`src/rtl/tone_det_pkg.sv`:
```
package tone_det_pkg;

    localparam int DEF_NCH      = 4;
    localparam int DEF_CW       = 16;
    localparam int DEF_GATE_LEN = 10000;
    localparam int DEF_TARGET   = 'h02F5;
    localparam int DEF_TOL      = 8;

    // Strobe event produced by the shared gate.
    typedef struct packed {
        logic tick;    // a sample strobe is being consumed
        logic expire;  // this strobe closes the window
    } gate_evt_t;

    // Inclusive band test around a target count.
    function automatic logic in_band(input int unsigned val,
                                     input int unsigned target,
                                     input int unsigned tol);
        return ((val + tol) >= target) && (val <= (target + tol));
    endfunction

endpackage

```
`src/rtl/tdet_edge_pend.sv`:
```
module tdet_edge_pend #(
    parameter int NCH = 4
) (
    input  logic           clk,
    input  logic           rst,
    input  logic           stb_i,
    input  logic [NCH-1:0] line_i,
    output logic [NCH-1:0] hit_o
);
    logic [NCH-1:0] sync1_q, sync2_q, prev_q, pend_q, rise;

    assign rise  = sync2_q & ~prev_q;
    // An edge seen in the strobe cycle itself is consumed by that strobe.
    assign hit_o = pend_q | rise;

    always_ff @(posedge clk) begin
        if (rst) begin
            sync1_q <= '0;
            sync2_q <= '0;
            prev_q  <= '0;
            pend_q  <= '0;
        end else begin
            sync1_q <= line_i;
            sync2_q <= sync1_q;
            prev_q  <= sync2_q;
            pend_q  <= stb_i ? '0 : hit_o;
        end
    end
endmodule

```
`src/rtl/tdet_gate.sv`:
```
module tdet_gate
    import tone_det_pkg::*;
#(
    parameter int GATE_LEN = 10000
) (
    input  logic      clk,
    input  logic      rst,
    input  logic      stb_i,
    output gate_evt_t evt_o
);
    localparam int GW = (GATE_LEN > 1) ? $clog2(GATE_LEN) : 1;
    localparam logic [GW-1:0] RELOAD = GW'(GATE_LEN - 1);

    logic [GW-1:0] gate_q;

    assign evt_o.tick   = stb_i;
    assign evt_o.expire = stb_i && (gate_q == '0);

    always_ff @(posedge clk) begin
        if (rst)
            gate_q <= RELOAD;
        else if (stb_i)
            gate_q <= (gate_q == '0) ? RELOAD : gate_q - 1'b1;
    end
endmodule

```
`src/rtl/tdet_chan.sv`:
```
module tdet_chan
    import tone_det_pkg::*;
#(
    parameter int CW     = 16,
    parameter int TARGET = 'h02F5,
    parameter int TOL    = 8
) (
    input  logic          clk,
    input  logic          rst,
    input  gate_evt_t     evt_i,
    input  logic          hit_i,
    output logic [CW-1:0] result_o,
    output logic          det_o
);
    localparam logic [CW-1:0] CNT_MAX = '1;

    logic [CW-1:0] cnt_q, cnt_nxt;

    always_comb begin
        cnt_nxt = cnt_q;
        if (hit_i && (cnt_q != CNT_MAX))
            cnt_nxt = cnt_q + 1'b1;
    end

    always_ff @(posedge clk) begin
        if (rst) begin
            cnt_q    <= '0;
            result_o <= '0;
            det_o    <= 1'b0;
        end else if (evt_i.tick) begin
            if (evt_i.expire) begin
                result_o <= cnt_nxt;
                det_o    <= in_band(32'(cnt_nxt), TARGET, TOL);
                cnt_q    <= '0;
            end else begin
                cnt_q    <= cnt_nxt;
            end
        end
    end
endmodule

```
`src/rtl/tone_detector.sv`:
```
module tone_detector
    import tone_det_pkg::*;
#(
    parameter int NCH      = DEF_NCH,
    parameter int CW       = DEF_CW,
    parameter int GATE_LEN = DEF_GATE_LEN,
    parameter int TARGET   = DEF_TARGET,
    parameter int TOL      = DEF_TOL
) (
    input  logic              clk,
    input  logic              rst,
    input  logic              sample_stb,
    input  logic [NCH-1:0]    line_i,
    output logic [NCH*CW-1:0] result_o,
    output logic [NCH-1:0]    disc_o,
    output logic [NCH-1:0]    hold_o,
    output logic              done_o
);
    gate_evt_t      evt;
    logic [NCH-1:0] hit;
    logic [NCH-1:0] det;

    tdet_gate #(.GATE_LEN(GATE_LEN)) u_gate (
        .clk   (clk),
        .rst   (rst),
        .stb_i (sample_stb),
        .evt_o (evt)
    );

    tdet_edge_pend #(.NCH(NCH)) u_edge (
        .clk    (clk),
        .rst    (rst),
        .stb_i  (sample_stb),
        .line_i (line_i),
        .hit_o  (hit)
    );

    for (genvar i = 0; i < NCH; i++) begin : g_chan
        tdet_chan #(.CW(CW), .TARGET(TARGET), .TOL(TOL)) u_chan (
            .clk      (clk),
            .rst      (rst),
            .evt_i    (evt),
            .hit_i    (hit[i]),
            .result_o (result_o[i*CW +: CW]),
            .det_o    (det[i])
        );
    end

    // Both seize outputs of a line follow one decision.
    assign disc_o = det;
    assign hold_o = det;

    always_ff @(posedge clk) begin
        if (rst) done_o <= 1'b0;
        else     done_o <= evt.expire;
    end
endmodule

```
`config.mk`:
```
export PLATFORM = sky130hd
export DESIGN_NAME = tone_detector
export DESIGN_NICKNAME = d
export VERILOG_FILES = /design/src/rtl/tone_det_pkg.sv /design/src/rtl/tdet_edge_pend.sv /design/src/rtl/tdet_gate.sv /design/src/rtl/tdet_chan.sv /design/src/rtl/tone_detector.sv
export SDC_FILE = /design/constraint.sdc
export NUM_CORES = 1
export LEC_CHECK = 0
export ABC_CLOCK_PERIOD_IN_PS = 6900
export BUFFER_PORTS_ARGS = -buffer_cell sky130_fd_sc_hd__buf_2
export CELL_PAD_IN_SITES_DETAIL_PLACEMENT = 1
export CELL_PAD_IN_SITES_GLOBAL_PLACEMENT = 1
export CORE_MARGIN = 2
export CORE_UTILIZATION = 38
export DETAILED_ROUTE_END_ITERATION = 8
export PLACE_DENSITY = 0.82
export SLEW_MARGIN = 20
export SYNTH_ARGS = -nofsm -noshare
export SYNTH_HDL_FRONTEND = slang
export SYNTH_SLANG_ARGS = --single-unit
```
`constraint.sdc`:
```
create_clock -name clk -period 6.9 [get_ports clk]
set_clock_uncertainty 0.15 [all_clocks]
set_input_delay 1.38 -clock clk [delete_from_list [all_inputs] [get_ports clk]]
set_output_delay 1.38 -clock clk [all_outputs]
set_load 0.1 [all_outputs]
```
==> impl_metrics.env <==
export IMPL_setup_ws_ns=2.522
export IMPL_hpwlAfterDp_um=18480
export IMPL_grtUsageMet3_pct=3.323
export IMPL_syn_to_final_growth_pct=11.80
export IMPL_fmax_mhz=228.4
export IMPL_io_pins=80
export IMPL_clockPowerShare_pct=48.6
export IMPL_grt_util_met2_pct=38.43
export IMPL_die_x_um=156.5
export IMPL_drt_pass1_iter_count=5
export IMPL_end_kind="flop"
export IMPL_r2r_start="g_chan[2].u_chan.cnt_q[0]$_SDFFE_PP0P_"
export IMPL_final_nets=1148
export IMPL_synth_top_area_share_pct=36.91
export IMPL_critPathTopFamily="simple AND/OR/NAND/NOR gates"
export IMPL_cap_violations=0
export IMPL_die_y_um=156.5
export IMPL_grt_pass1_vias=8545
export IMPL_drc=0
export IMPL_rsz0062_at_grt="false"
export IMPL_synth_seq_cells=163
export IMPL_cts_clk_slew_worst_paths_ns=0.06
export IMPL_htree_levels=4
export IMPL_arrival_ns=4.52
export IMPL_power_density_mw_per_mm2=200.5
export IMPL_critPathMaxFanout=27
export IMPL_ir_worst_vdd_v=0.0001271
export IMPL_worstSetupStartpointType="input port"
export IMPL_hp_start="u_edge.sync1_q[2]$_SDFF_PP0_"
export IMPL_drv_slew=0
export IMPL_setup_viol=0
export IMPL_place_gp_congestion=0.8733
export IMPL_final_antenna_net_count=0
export IMPL_overflow=0
export IMPL_async_flop_share_pct=0
export IMPL_track_usage_pct=22.38
export IMPL_outcome="finished clean"
export IMPL_grt_max_degree=112
export IMPL_crit_required_ns=7.04
export IMPL_min_path_type="flop to flop"
export IMPL_synth_cell_type_count=89
export IMPL_finalCriticalPeriod_ns=4.378
export IMPL_cp_slowest_cell="nand2_1"
export IMPL_p_sw_share_pct=22.81
export IMPL_whs_path_depth=1
export IMPL_via_per_inst=5.920
export IMPL_cts_setup_buffers=0
export IMPL_path_cells="buf_2 -> nor3b_2 -> nand4_1 -> or3_1 -> buf_4 -> nand2_1 -> nor3_1 -> a21oi_1 -> nor2_1"
export IMPL_grt_pass1_wl_um=44030
export IMPL_cts_buffer_depth=2
export IMPL_synth_common_cells="dfxtp_1 (163), nor2_1 (158), nand2_1 (108), o21ai_0 (66), a21oi_1 (56)"
export IMPL_drt_wl_total_um=27110
export IMPL_relSlewSlack_pct=28.13
export IMPL_antenna_found_initial=0
export IMPL_p_switching_uw=452.0
export IMPL_dieArea_mm2=0.02450
export IMPL_synth_largest_area_cell="dfxtp_1"
export IMPL_crit_buf_inv=2
export IMPL_syn_inst=1107
export IMPL_syn_cell_area_mm2=0.008840
export IMPL_finalCritPeriodShare_pct=63.45
export IMPL_reg2regPathDepth=13
export IMPL_yosys_warnings=0
export IMPL_antennaDiodeCount=0
export IMPL_wl_per_cell_um=19.00
export IMPL_synth_net_count=1123
export IMPL_tightest_slew_ns=1.074
export IMPL_use_met1_pct=28.29
export IMPL_finalHoldViolCount=0
export IMPL_clock_sinks=163
export IMPL_synth_seq_area_share_pct=36.91
export IMPL_core_mm2=0.02271
export IMPL_drt_iter0_markers=577
export IMPL_seqPwrFrac_pct=48.1
export IMPL_grt_busiest_layer="met2"
export IMPL_clock_root_buffer="clkbuf_16"
export IMPL_static_leakage_power_nw=3.593
export IMPL_fillers=2800
export IMPL_clock_latency_ns=0.44
export IMPL_syn_avg_cell_area_um2=7.985
export IMPL_layout_drive_gt1_share_pct=13.22
export IMPL_tns_ns=0
export IMPL_ctsHoldBuffers=0
export IMPL_portBuffers=79
export IMPL_place_ws_ns=2.148
export IMPL_post_cts_resize_count=0
export IMPL_synth_edff_count=0
export IMPL_cts_tree="yes"
export IMPL_comb_power_share_pct=3.3
export IMPL_yosys_cell_count_top_type="dfxtp_1"
export IMPL_rows=55
export IMPL_synth_area_leaders="dfxtp_1 (37%), nor2_1 (6.7%), nand2_1 (4.6%)"
export IMPL_ys_flop_type="dfxtp_1"
export IMPL_startpoint="sample_stb"
export IMPL_cts_buffers=17
export IMPL_initial_utilization_pct=38.93
export IMPL_crit_type="input port to flop"
export IMPL_cp_num_cells=9
export IMPL_p_int_mw=1.530
export IMPL_route_vias_total=8448
export IMPL_cp_slowest_stage_delay_ns=0.70
power groups by stage:
stage          combinational [mW]  sequential [mW]  clock [mW]
4_1_cts                    0.0645            0.953       0.974
6_report                   0.0651            0.953       0.964
3_5_place_dp               0.0638            0.974           0
5_1_grt                    0.0704            0.953        1.01
2_1_floorplan              0.0446            0.972           0
3_3_place_gp               0.0614            0.973           0
final timing paths:
kind | end | slack [ns]
setup / recovery | g_chan[2].u_chan.cnt_q[2]$_SDFFE_PP0P_ | 2.52
hold / removal | u_edge.sync2_q[2]$_SDFF_PP0_ | 0.30
setup reg to reg | g_chan[2].u_chan.det_o$_SDFFE_PP0P_ | 3.23
hold reg to reg | u_edge.sync2_q[2]$_SDFF_PP0_ | 0.30
registers in the layout, indices dropped and copies added, names as in the netlist:
register / count
u_edge.prev_q: 4
u_edge.pend_q: 4
done_o: 1
g_chan.u_chan.cnt_q: 64
u_edge.sync2_q: 4
u_gate.gate_q: 14
g_chan.u_chan.det_o: 4
g_chan.u_chan.result_o: 64
u_edge.sync1_q: 4
metrics by stage:
stage | std cells | power [mW] | hold slack [ns] | util (%) | area, µm²
after floorplan | 1107 | 1.016 | 0.2638 | - | 8840
after global placement | 1398 | 1.035 | 0.2724 | 40.91 | 9290
after detailed placement | 1398 | 1.037 | 0.2814 | 40.91 | 9290
after CTS | 1427 | 1.991 | 0.2974 | 43.48 | 9874
after global routing | 1427 | 2.034 | 0.3153 | 43.52 | 9883
final | 1427 | 1.982 | 0.2962 | 43.52 | 9883
layer usage:
layer | wire (µm) | part of all wire (%)
met3 | 1046 | 3.9
met1 | 12360 | 46
met2 | 12950 | 48
met5 | 0 | 0
met4 | 749 | 2.8
cell families (layout without fill, tap and decap cells):
group                    count (synthesis)  after routing  synth area share, %
flip-flops                             163            163                36.91
buffers and inverters                   99            134                4.855
adder cells (fa/ha/maj)                  9              9                1.274
multiplexers                            16             16                1.897
XOR/XNOR                                61             61                6.129
AND/OR/NAND/NOR                        477            477                27.33
AO/OA/AOI/OAI                          282            282                21.60
final cells by class:
cell class | instances | area [µm²] | area share (%)
Clock buffer | 22 | 484.2 | 4.899
Clock inverter | 7 | 100.1 | 1.013
Inverter | 20 | 75.07 | 0.7596
Multi-Input combinational cell | 845 | 5157 | 52.18
Sequential cell | 163 | 3263 | 33.02
Tap cell | 285 | 356.6 | 3.608
Timing Repair Buffer | 85 | 446.7 | 4.520
cell usage in the layout (no fill, tap or decap), drive strengths merged, types with 4 or more instances in the layout:
master,n
a211oi,48
a21oi,56
a22o,6
a22oi,17
a311oi,4
a31oi,7
a41oi,4
and2,9
and3,18
and4,10
buf,85
clkbuf,22
dfxtp,163
ha,9
inv,21
mux2,6
mux2i,10
nand2,108
nand2b,12
nand3,25
nand3b,5
nand4,25
nor2,159
nor2b,22
nor3,38
nor4,18
nor4b,4
o2111ai,9
o21ai,69
o22ai,5
o2bb2ai,5
o31ai,9
or2,7
or3,5
or4,4
xnor2,37
xor2,24
Power figures use the tool's default switching activity.
